--- src/rtl/wdt_pkg.sv ---
package wdt_pkg;
  localparam logic [7:0] IDX_CTRL = 8'h37;
  localparam logic [7:0] IDX_SEL  = 8'h38;
  localparam logic [7:0] IDX_TO0  = 8'h39;
  localparam logic [7:0] IDX_CMD  = 8'h3C;
  localparam int EN_BIT     = 6;
  localparam int RELOAD_BIT = 6;
  localparam int FIRED_BIT  = 7;
  localparam logic [3:0] CODE_NMI = 4'hC;
  localparam logic [3:0] CODE_RST = 4'hD;

  typedef enum logic [1:0] {
    ACT_NONE = 2'd0,
    ACT_NMI  = 2'd1,
    ACT_RST  = 2'd2
  } act_e;
endpackage

--- src/rtl/wdt_regfile.sv ---
module wdt_regfile
  import wdt_pkg::*;
#(
  parameter int CNT_W = 24,
  parameter int DW    = 8
) (
  input  logic             clk,
  input  logic             rst,
  input  logic             wr,
  input  logic             addr,
  input  logic [DW-1:0]    wdata,
  input  logic             expire,
  output logic             en,
  output logic [3:0]       sel,
  output logic [CNT_W-1:0] timeout,
  output logic             reload,
  output logic [DW-1:0]    rdata
);
  localparam int NB = (CNT_W + DW - 1) / DW;

  logic [DW-1:0]    idx_q;
  logic             en_q;
  logic [3:0]       sel_q;
  logic             fired_q;
  logic [DW-1:0]    rd_mux;
  logic [DW-1:0]    rdata_q;
  logic [NB*DW-1:0] to_flat;
  logic             data_wr;
  logic             hit_cmd;

  assign data_wr = wr && addr;
  assign hit_cmd = data_wr && (idx_q == IDX_CMD);

  // one byte register per timeout slice
  for (genvar k = 0; k < NB; k++) begin : g_to
    logic [DW-1:0] byte_q;
    always_ff @(posedge clk) begin
      if (rst) byte_q <= '0;
      else if (data_wr && idx_q == DW'(IDX_TO0 + k)) byte_q <= wdata;
    end
    assign to_flat[k*DW +: DW] = byte_q;
  end

  always_ff @(posedge clk) begin
    if (rst) begin
      idx_q   <= '0;
      en_q    <= 1'b0;
      sel_q   <= '0;
      fired_q <= 1'b0;
    end else begin
      if (wr && !addr) idx_q <= wdata;
      if (data_wr && idx_q == IDX_CTRL) en_q <= wdata[EN_BIT];
      if (data_wr && idx_q == IDX_SEL) sel_q <= wdata[DW-1 -: 4];
      if (expire) fired_q <= 1'b1;
      else if (hit_cmd && !wdata[FIRED_BIT]) fired_q <= 1'b0;
    end
  end

  always_comb begin
    rd_mux = '0;
    if (!addr) begin
      rd_mux = idx_q;
    end else begin
      if (idx_q == IDX_CTRL) rd_mux[EN_BIT] = en_q;
      if (idx_q == IDX_SEL) rd_mux[DW-1 -: 4] = sel_q;
      if (idx_q == IDX_CMD) rd_mux[FIRED_BIT] = fired_q;
      for (int k = 0; k < NB; k++)
        if (idx_q == DW'(IDX_TO0 + k)) rd_mux = to_flat[k*DW +: DW];
    end
  end

  always_ff @(posedge clk) begin
    if (rst) rdata_q <= '0;
    else     rdata_q <= rd_mux;
  end

  assign en      = en_q;
  assign sel     = sel_q;
  assign timeout = to_flat[CNT_W-1:0];
  assign reload  = hit_cmd && wdata[RELOAD_BIT];
  assign rdata   = rdata_q;

  // offset-0 write stores the index
  p_idx_store_r1: assert property (@(posedge clk) disable iff (rst)
    (wr && !addr) |=> (idx_q == $past(wdata)));
  // expiry always leaves the flag set
  p_fired_set_r6: assert property (@(posedge clk) disable iff (rst)
    expire |=> fired_q);
  // flag only drops after a zero write to bit 7
  p_fired_keep_r6: assert property (@(posedge clk) disable iff (rst)
    (fired_q && !hit_cmd) |=> fired_q);
endmodule

--- src/rtl/wdt_counter.sv ---
module wdt_counter #(
  parameter int CNT_W = 24
) (
  input  logic             clk,
  input  logic             rst,
  input  logic             en,
  input  logic             tick,
  input  logic             reload,
  input  logic [CNT_W-1:0] timeout,
  output logic             expire
);
  logic [CNT_W-1:0] cnt_q;
  logic             en_d;
  logic             rise;
  logic             at_zero;

  assign rise    = en && !en_d;
  assign at_zero = (cnt_q == '0);
  assign expire  = en && en_d && tick && !reload && at_zero;

  always_ff @(posedge clk) begin
    if (rst) begin
      cnt_q <= '0;
      en_d  <= 1'b0;
    end else begin
      en_d <= en;
      if (rise || reload)  cnt_q <= timeout;
      else if (en && tick) cnt_q <= at_zero ? timeout : cnt_q - 1'b1;
    end
  end

  // disabled counter holds
  p_hold_r3: assert property (@(posedge clk) disable iff (rst)
    (!en && !reload) |=> $stable(cnt_q));
  // a tick on a non-zero count steps down by one
  p_step_r4: assert property (@(posedge clk) disable iff (rst)
    (en && en_d && tick && !reload && !at_zero) |=> (cnt_q == $past(cnt_q) - 1'b1));
  // reload strobe copies the timeout
  p_reload_r5: assert property (@(posedge clk) disable iff (rst)
    reload |=> (cnt_q == $past(timeout)));
  // expiry restarts the count from the timeout
  p_rearm_r8: assert property (@(posedge clk) disable iff (rst)
    expire |=> (cnt_q == $past(timeout)));
endmodule

--- src/rtl/wdt_action.sv ---
module wdt_action
  import wdt_pkg::*;
(
  input  logic       clk,
  input  logic       rst,
  input  logic       expire,
  input  logic [3:0] sel,
  output logic       nmi,
  output logic       rst_req
);
  act_e act;
  logic nmi_q;
  logic rst_q;

  always_comb begin
    case (sel)
      CODE_NMI: act = ACT_NMI;
      CODE_RST: act = ACT_RST;
      default:  act = ACT_NONE;
    endcase
  end

  always_ff @(posedge clk) begin
    if (rst) begin
      nmi_q <= 1'b0;
      rst_q <= 1'b0;
    end else begin
      nmi_q <= expire && (act == ACT_NMI);
      rst_q <= expire && (act == ACT_RST);
    end
  end

  assign nmi     = nmi_q;
  assign rst_req = rst_q;

  // at most one event at a time
  p_onehot_r7: assert property (@(posedge clk) disable iff (rst)
    $onehot0({nmi_q, rst_q}));
  // an event pulse follows an expiry cycle
  p_cause_r7: assert property (@(posedge clk) disable iff (rst)
    (nmi_q || rst_q) |-> $past(expire));
  // interrupt pulse needs the interrupt code
  p_nmi_code_r7: assert property (@(posedge clk) disable iff (rst)
    nmi_q |-> ($past(sel) == CODE_NMI));
endmodule

--- src/rtl/idx_wdog.sv ---
module idx_wdog #(
  parameter int CNT_W = 24,
  parameter int DW    = 8
) (
  input  logic          clk,
  input  logic          rst,
  input  logic          tick_en,
  input  logic          hst_wr,
  input  logic          hst_addr,
  input  logic [DW-1:0] hst_wdata,
  output logic [DW-1:0] hst_rdata,
  output logic          nmi_o,
  output logic          rst_req_o
);
  logic             en;
  logic [3:0]       sel;
  logic [CNT_W-1:0] timeout;
  logic             reload;
  logic             expire;

  wdt_regfile #(.CNT_W(CNT_W), .DW(DW)) u_regs (
    .clk(clk), .rst(rst), .wr(hst_wr), .addr(hst_addr), .wdata(hst_wdata),
    .expire(expire), .en(en), .sel(sel), .timeout(timeout),
    .reload(reload), .rdata(hst_rdata)
  );

  wdt_counter #(.CNT_W(CNT_W)) u_cnt (
    .clk(clk), .rst(rst), .en(en), .tick(tick_en), .reload(reload),
    .timeout(timeout), .expire(expire)
  );

  wdt_action u_act (
    .clk(clk), .rst(rst), .expire(expire), .sel(sel),
    .nmi(nmi_o), .rst_req(rst_req_o)
  );
endmodule

--- config.mk ---
export PLATFORM = sky130hd
export DESIGN_NAME = idx_wdog
export DESIGN_NICKNAME = d
export VERILOG_FILES = /design/src/rtl/wdt_pkg.sv /design/src/rtl/wdt_regfile.sv /design/src/rtl/wdt_counter.sv /design/src/rtl/wdt_action.sv /design/src/rtl/idx_wdog.sv
export SDC_FILE = /design/constraint.sdc
export NUM_CORES = 1
export LEC_CHECK = 0
export BUFFER_PORTS_ARGS = -buffer_cell sky130_fd_sc_hd__buf_2
export CORE_MARGIN = 3
export CORE_UTILIZATION = 54
export DETAILED_ROUTE_END_ITERATION = 6
export GPL_ROUTABILITY_DRIVEN = 0
export GPL_TIMING_DRIVEN = 0
export PLACE_DENSITY = 0.84
export SETUP_SLACK_MARGIN = 0.3
export SYNTH_ARGS = -nofsm -noshare
export SYNTH_HDL_FRONTEND = slang
export SYNTH_SLANG_ARGS = --single-unit
--- constraint.sdc ---
create_clock -name clk -period 2.2 [get_ports clk]
set_input_delay 0.33 -clock clk [delete_from_list [all_inputs] [get_ports clk]]
set_output_delay 0.33 -clock clk [all_outputs]
set_load 0.02 [all_outputs]
==> results of run 1 <==
## layout make-up
type                    instances  area (um2)  share of cell area
plain buffers                  26         166              0.0347
flip-flops and latches         73        1470               0.306
repair buffers                 60         447              0.0931
multi-input cells             317        2350               0.490
well taps                      77        96.3              0.0201
clock buffers                  10         128              0.0266
clock inverters                 6        90.1              0.0188
inverters                      14        52.6              0.0110
## cell families (layout without fill, tap and decap cells)
kind of cell | count (synthesis) | after routing | share of synthesized area
XOR/XNOR | 2 | 2 | 0.00478
AND/OR/NAND/NOR | 171 | 171 | 0.241
buffers and inverters | 40 | 116 | 0.0440
AO/OA/AOI/OAI | 99 | 99 | 0.179
multiplexers | 43 | 43 | 0.126
adder cells (fa/ha/maj) | 2 | 2 | 0.00682
flip-flops | 73 | 73 | 0.399
## where the power goes
group	switching (mW)	internal (mW)	leakage, nW	total, mW
Clock	0.551	0.643	0.107	1.19
Combinational	0.0921	0.0414	1.25	0.133
Sequential	0.00779	1.33	0.591	1.34
## tightest hold or removal path: stages
cell     delay [ps]
buf_2           120
nand2_1          60
a21oi_1          50
## cell usage in the layout (no fill, tap or decap), types with 5 or more instances in the layout
cell | netlist | layout
o21ai_0 | 23 | 20
or3_1 | 9 | 8
nand3_1 | 12 | 11
nor3_2 | 0 | 5
nor2b_1 | 10 | 9
nand2_1 | 25 | 21
dfxtp_1 | 73 | 70
nand2b_1 | 5 | 5
buf_4 | 0 | 32
buf_6 | 1 | 8
mux2i_1 | 37 | 35
clkbuf_1 | 18 | 12
nor4_4 | 0 | 5
inv_1 | 14 | 12
buf_2 | 3 | 22
a22o_1 | 6 | 6
a221o_1 | 8 | 8
clkbuf_2 | 0 | 5
clkbuf_8 | 0 | 10
a21oi_1 | 29 | 26
nor3_1 | 11 | 6
nand4_1 | 8 | 8
o22ai_1 | 7 | 6
nor2_1 | 58 | 53
## metal layers
metal  GRT usage  share of wire
met1       0.418           0.36
met2       0.538           0.47
met3      0.0801           0.11
met4       0.147          0.062
met5           0              0
## through the flow
stage / area, um2 / hold WS [ps] / utilization / power, mW
after global placement: 3950 / 462 / 0.611 / 1.48
final: 4800 / 253 / 0.743 / 2.66
after CTS: 4600 / 251 / 0.713 / 2.63
after global routing: 4800 / 267 / 0.743 / 2.70
after detailed placement: 3950 / 469 / 0.611 / 1.48
after floorplan: 3750 / 436 / - / 1.44
## final timing paths
| check | from | endpoint | slack [ps] |
|---|---|---|---|
| hold / removal | hst_wdata[1] | u_regs.g_to[2].byte_q[1]$_SDFFE_PP0P_ | 250 |
| setup reg to reg | u_cnt.cnt_q[4]$_SDFFE_PP0P_ | u_cnt.cnt_q[13]$_SDFFE_PP0P_ | -180 |
| hold reg to reg | u_regs.sel[0]$_SDFFE_PP0P_ | u_act.nmi$_SDFF_PP0_ | 500 |
| setup / recovery | u_cnt.cnt_q[4]$_SDFFE_PP0P_ | u_cnt.cnt_q[13]$_SDFFE_PP0P_ | -180 |
## flip-flops by register name, indices dropped and copies added (netlist names)
name                flops
u_cnt.cnt_q            24
u_regs.idx_q            8
u_regs.g_to.byte_q     24
u_regs.rdata            8
u_act.rst_req           1
u_regs.sel              4
u_act.nmi               1
u_regs.fired_q          1
u_cnt.en_d              1
u_regs.en               1
## what timing repair did
item                       in CTS  in global routing
hold buffers                    0                  0
setup endpoints to repair      61                 55
pin swaps                      13                 19
gates resized for setup        55                 30
cloned                          3                  0
setup buffers                  22                 14
==> impl_metrics.csv, run 1 <==
group,metric,value,unit
die,core,0.00646,mm2
setup_path,critPathMaxFanout,7,
timing,worst_slack,-175,ps
die,rows,29,
yosys,yosysWarnings,0,
die,die_w,88.4,um
die,io_pins,23,
cts,cts_max_level,3,
setup_path,critPathMaxStageDelay,580,ps
cts,cts_inserted_buffers,9,
cts,root_buffer,"clkbuf_8",
setup_path,crit_buf_inv,1,
yosys,syn_inst,430,
detailed_routing,routed_wl,13200,um
yosys,synthArstFlopShare,0,
setup_path,cpMaxStageDelayCell,"or4_4",
timing,setup-violations-final,24,
detailed_routing,drc,1,
timing,fin_setup_tns,-2260,ps
yosys,synth_nets,445,
setup_path,path_class,"flip-flop to flip-flop",
timing,drv_slew,0,
flow_run,drv_cap,0,
detailed_routing,drtIter0Drc,515,
outcome,violations,"DRC, setup timing",
setup_path,start_kind,"flip-flop",
timing,rsz0062_at_grt,"yes",
global_routing,grt_pass1_vias,3759,
global_routing,grt-ovfl-total,0,
setup_path,cp_data_required_time,2500,ps
cts,clk_pin_slew_worst_paths,90,ps
detailed_routing,wl_per_cell,22.6,um
global_routing,grt_start_max_net_pins,14,
power_and_ir_drop,irDropWorstVdd,0.498,mV
placed_design,pre_cts_slack,-483,ps
detailed_routing,via_count,4058,
yosys,synth_cell_types,55,
timing,min_period,2380,ps
die,fp.dieH,88.4,um
placed_design,dp.cells,528,
power_and_ir_drop,p_per_area,556,mW/mm2
cts,clk_latency,360,ps
setup_path,crit_chain,"nor4_4 > nand3_1 > or4_4 > a21oi_4 > buf_6 > a221o_1",
yosys,synth-seq-cells,73,
setup_path,end_kind,"flip-flop",
timing,fmax,421,MHz
yosys,yosysSeqAreaShare,0.399,
layout,area_growth,30.8,%
yosys,syn_area,0.00367,mm2
global_routing,grt_pass1_wl,19600,um
layout,final_nets,516,
yosys,synthTopCellsByArea,"dfxtp_1 (40%), mux2i_1 (10%), nor2_1 (5.9%)",
placed_design,io_buffer_count,21,
timing,relSlewSlack,0.446,
detailed_routing,first_pass_iters,7,
yosys,synth_common_cells,"dfxtp_1 (73), nor2_1 (58), mux2i_1 (37), a21oi_1 (29), nand2_1 (25)",
layout,antenna-diode-count,0,
detailed_routing,antenna_left,0,
layout,drive_gt1_frac,0.296,
power_and_ir_drop,p_leak,1.95,nW
yosys,synth_area_leader_cell,"dfxtp_1",
cts,cts.path.max_buffers,2,
placed_design,hpwl,7680,um
timing,tightest_slew,825,ps
timing,fin_crit_sh,1.08,
global_routing,antenna_found_initial,0,
setup_path,cp_num_cells,6,
outcome,run_status,"complete, but fails checks",
cts,cts_tree,"yes",
layout,instances_no_fill,583,
setup_path,path_delay_family,"simple AND/OR/NAND/NOR gates",
cts,cts_num_sinks,73,
detailed_routing,via_per_inst,6.96,
yosys,synth.most_common_cell,"dfxtp_1",
min_path,hold_class,"input port to flip-flop",
die,initial_core_util,0.568,
yosys,ys.flop_type,"dfxtp_1",
timing,skew,13.6,ps
global_routing,grt_use_total,0.331,
timing,hold_viol,0,
layout,fillers,395,
die,die_area,0.00781,mm2
min_path,holdPathStages,3,
setup_path,worst-r2r-cell-count,6,
yosys,netlist.area_leader.share,0.399,
setup_path,arrival,2680,ps
yosys,synth_edf_count,0,
yosys,syn_avg_cell_area,8.53,um2
Power figures use the tool's default switching activity.
==> run 2: changes to the inputs <==
--- a/config.mk
+++ b/config.mk
@@ -11,6 +11,7 @@
 export DETAILED_ROUTE_END_ITERATION = 6
 export GPL_ROUTABILITY_DRIVEN = 0
 export GPL_TIMING_DRIVEN = 0
+export MAX_ROUTING_LAYER = met4
 export PLACE_DENSITY = 0.84
 export SETUP_SLACK_MARGIN = 0.3
 export SYNTH_ARGS = -nofsm -noshare
==> run 2 against run 1 <==
  * The flow finishes with violations (setup timing)
  * Setup slack better by 61 ps
  * Design area increased by 2.8%
  * Wire length grew 4.6%
  * Total power is 0.86% higher
  * Clock skew rose by 8.3 ps
  * Worst hold slack got worse by 12 ps
  * Cell count is 0.69% higher
==> impl_metrics.csv, run 2 (synthesis results as in run 1) <==
group,metric,value,unit
layout,final_nets,520,
placed_design,dpl-instance-area,0.00395,mm2
power_and_ir_drop,seq_power_share,0.498,
layout,drive_gt1_frac,0.327,
timing,relSlewSlack,0.395,
die,io_pins,23,
setup_path,critPathMaxFanout,5,
placed_design,hpwl,7680,um
cts,clk_latency,370,ps
timing,fmax,432,MHz
detailed_routing,drc,0,
die,rows,29,
timing,skew,21.9,ps
global_routing,grt_start_max_net_pins,14,
power_and_ir_drop,p_leak,2.00,nW
outcome,run_status,"complete, but fails checks",
cts,cts_tree,"yes",
cts,cts_max_level,3,
layout,reg_top3,"u_cnt.cnt_q: 24 flops, u_regs.g_to.byte_q: 24 flops",
global_routing,grt_pass1_vias,3755,
layout,finalInstanceArea,0.00493,mm2
placed_design,pre_cts_slack,-483,ps
timing,hold_viol,0,
power_and_ir_drop,internal_power,2.02,mW
placed_design,io_buffer_count,21,
detailed_routing,first_pass_iters,6,
timing,rsz0062_at_grt,"yes",
setup_path,arrival,2610,ps
power_and_ir_drop,clockPowerShare,0.448,
layout,multi_input_area,0.00243,mm2
flow_run,drv_cap,0,
layout,fillers,369,
layout,mostFrequentLayoutCell,"dfxtp_1",
die,initial_core_util,0.568,
setup_path,path_class,"flip-flop to flip-flop",
die,fp.dieH,88.4,um
power_and_ir_drop,p_switching,0.669,mW
detailed_routing,wl_per_cell,23.5,um
timing,worst_slack,-114,ps
timing,setup-violations-final,24,
cts,cts.path.max_buffers,2,
timing,drv_slew,0,
layout,final_cell_mix,"dfxtp_1 (67), nor2_1 (53), mux2i_1 (34), buf_4 (31)",
timing,tightest_slew,901,ps
timing,fin_crit_sh,1.05,
layout,regArea,0.00147,mm2
layout,area_growth,34.4,%
timing,min_period,2310,ps
cts,cts_inserted_buffers,9,
cts,cts_num_sinks,73,
die,core,0.00646,mm2
setup_path,cp_data_required_time,2500,ps
global_routing,grt-ovfl-total,0,
detailed_routing,via_count,4146,
layout,antenna-diode-count,0,
power_and_ir_drop,power.total,2.69,mW
power_and_ir_drop,p_per_area,545,mW/mm2
layout,post-route-util,0.763,
detailed_routing,drtIter0Drc,567,
power_and_ir_drop,irDropWorstVdd,0.509,mV
setup_path,start_kind,"flip-flop",
detailed_routing,routed_wl,13800,um
cts,clk_pin_slew_worst_paths,80,ps
cts,ctsHoldBuffers,0,
min_path,hold_class,"input port to flip-flop",
die,die_area,0.00781,mm2
global_routing,antenna_found_initial,0,
global_routing,grt_pass1_wl,19600,um
detailed_routing,antenna_left,0,
power_and_ir_drop,netSwitchingFraction,0.249,
outcome,violations,"setup timing",
detailed_routing,via_per_inst,7.06,
power_and_ir_drop,pwr-share-comb,0.054,
die,die_w,88.4,um
cts,root_buffer,"clkbuf_8",
global_routing,grt_use_total,0.342,
setup_path,end_kind,"flip-flop",
==> run 2: cell types whose count changed in the layout (fill, tap and decap cells not counted), sizes merged <==
cell,change
buf,+5
clkbuf,-1
==> run 2: timing repair <==
action                     in CTS  in global routing
buffers inserted               22                 18
setup endpoints to repair      61                 55
hold endpoints to repair        0                  0
pin swaps                      13                 28
gates resized for setup        55                 57
cloned                          3                  0
==> run 2: path summary, 6_finish.rpt <==
check / slack, ps / start / to / cells after the start
min reg2reg: 500 / u_regs.sel[0]$_SDFFE_PP0P_ / u_act.nmi$_SDFF_PP0_ / 1
min: 240 / hst_wdata[1] / u_regs.g_to[2].byte_q[1]$_SDFFE_PP0P_ / 3
max: -110 / u_cnt.cnt_q[19]$_SDFFE_PP0P_ / u_cnt.cnt_q[12]$_SDFFE_PP0P_ / 7
max reg2reg: -110 / u_cnt.cnt_q[19]$_SDFFE_PP0P_ / u_cnt.cnt_q[12]$_SDFFE_PP0P_ / 7
==> run 2: power groups by stage <==
| stage | combinational (mW) | clock (mW) | sequential [mW] |
|---|---|---|---|
| 2_1_floorplan | 0.0670 | 0 | 1.37 |
| 3_3_place_gp | 0.113 | 0 | 1.37 |
| 3_5_place_dp | 0.115 | 0 | 1.37 |
| 4_1_cts | 0.125 | 1.17 | 1.34 |
| 5_1_grt | 0.153 | 1.23 | 1.34 |
| 6_report | 0.145 | 1.20 | 1.34 |
==> run 2: layout make-up <==
| cell class | instances | area share |
|---|---|---|
| buffer | 26 | 0.0340 |
| sequential | 73 | 0.298 |
| clock inverter | 6 | 0.0183 |
| timing repair buffer | 64 | 0.101 |
| inverter | 14 | 0.0107 |
| multi-input combinational | 317 | 0.492 |
| tap | 77 | 0.0195 |
| clock buffer | 10 | 0.0259 |
==> run 2: critical path, stage by stage, from the launching register on <==
cell and delay, ps:
dfxtp_2 330, or4_4 530, buf_6 140, or2_4 240, or4_4 450, a21oi_4 250
buf_6 170, a221o_1 150
==> run 2: routing by layer <==
| layer | share of wire | wire length [um] | vias to the layer above | global-route usage |
|---|---|---|---|---|
| met5 | 0 | 0 | - | - |
| met4 | 0.061 | 835 | 0 | 0.152 |
| met3 | 0.11 | 1550 | 103 | 0.0931 |
| met2 | 0.46 | 6400 | 358 | 0.532 |
| met1 | 0.36 | 5000 | 1951 | 0.413 |
| li1 | - | - | 1734 | - |
==> run 2: per-stage QoR <==
stage | TNS, ps | hold slack (ps) | cells
3_3_place_gp | -8620 | 462 | 528
3_5_place_dp | -11120 | 469 | 528
5_1_grt | -2070 | 254 | 587
4_1_cts | -274 | 251 | 569
6_report | -1330 | 242 | 587
2_1_floorplan | 0 | 436 | 430
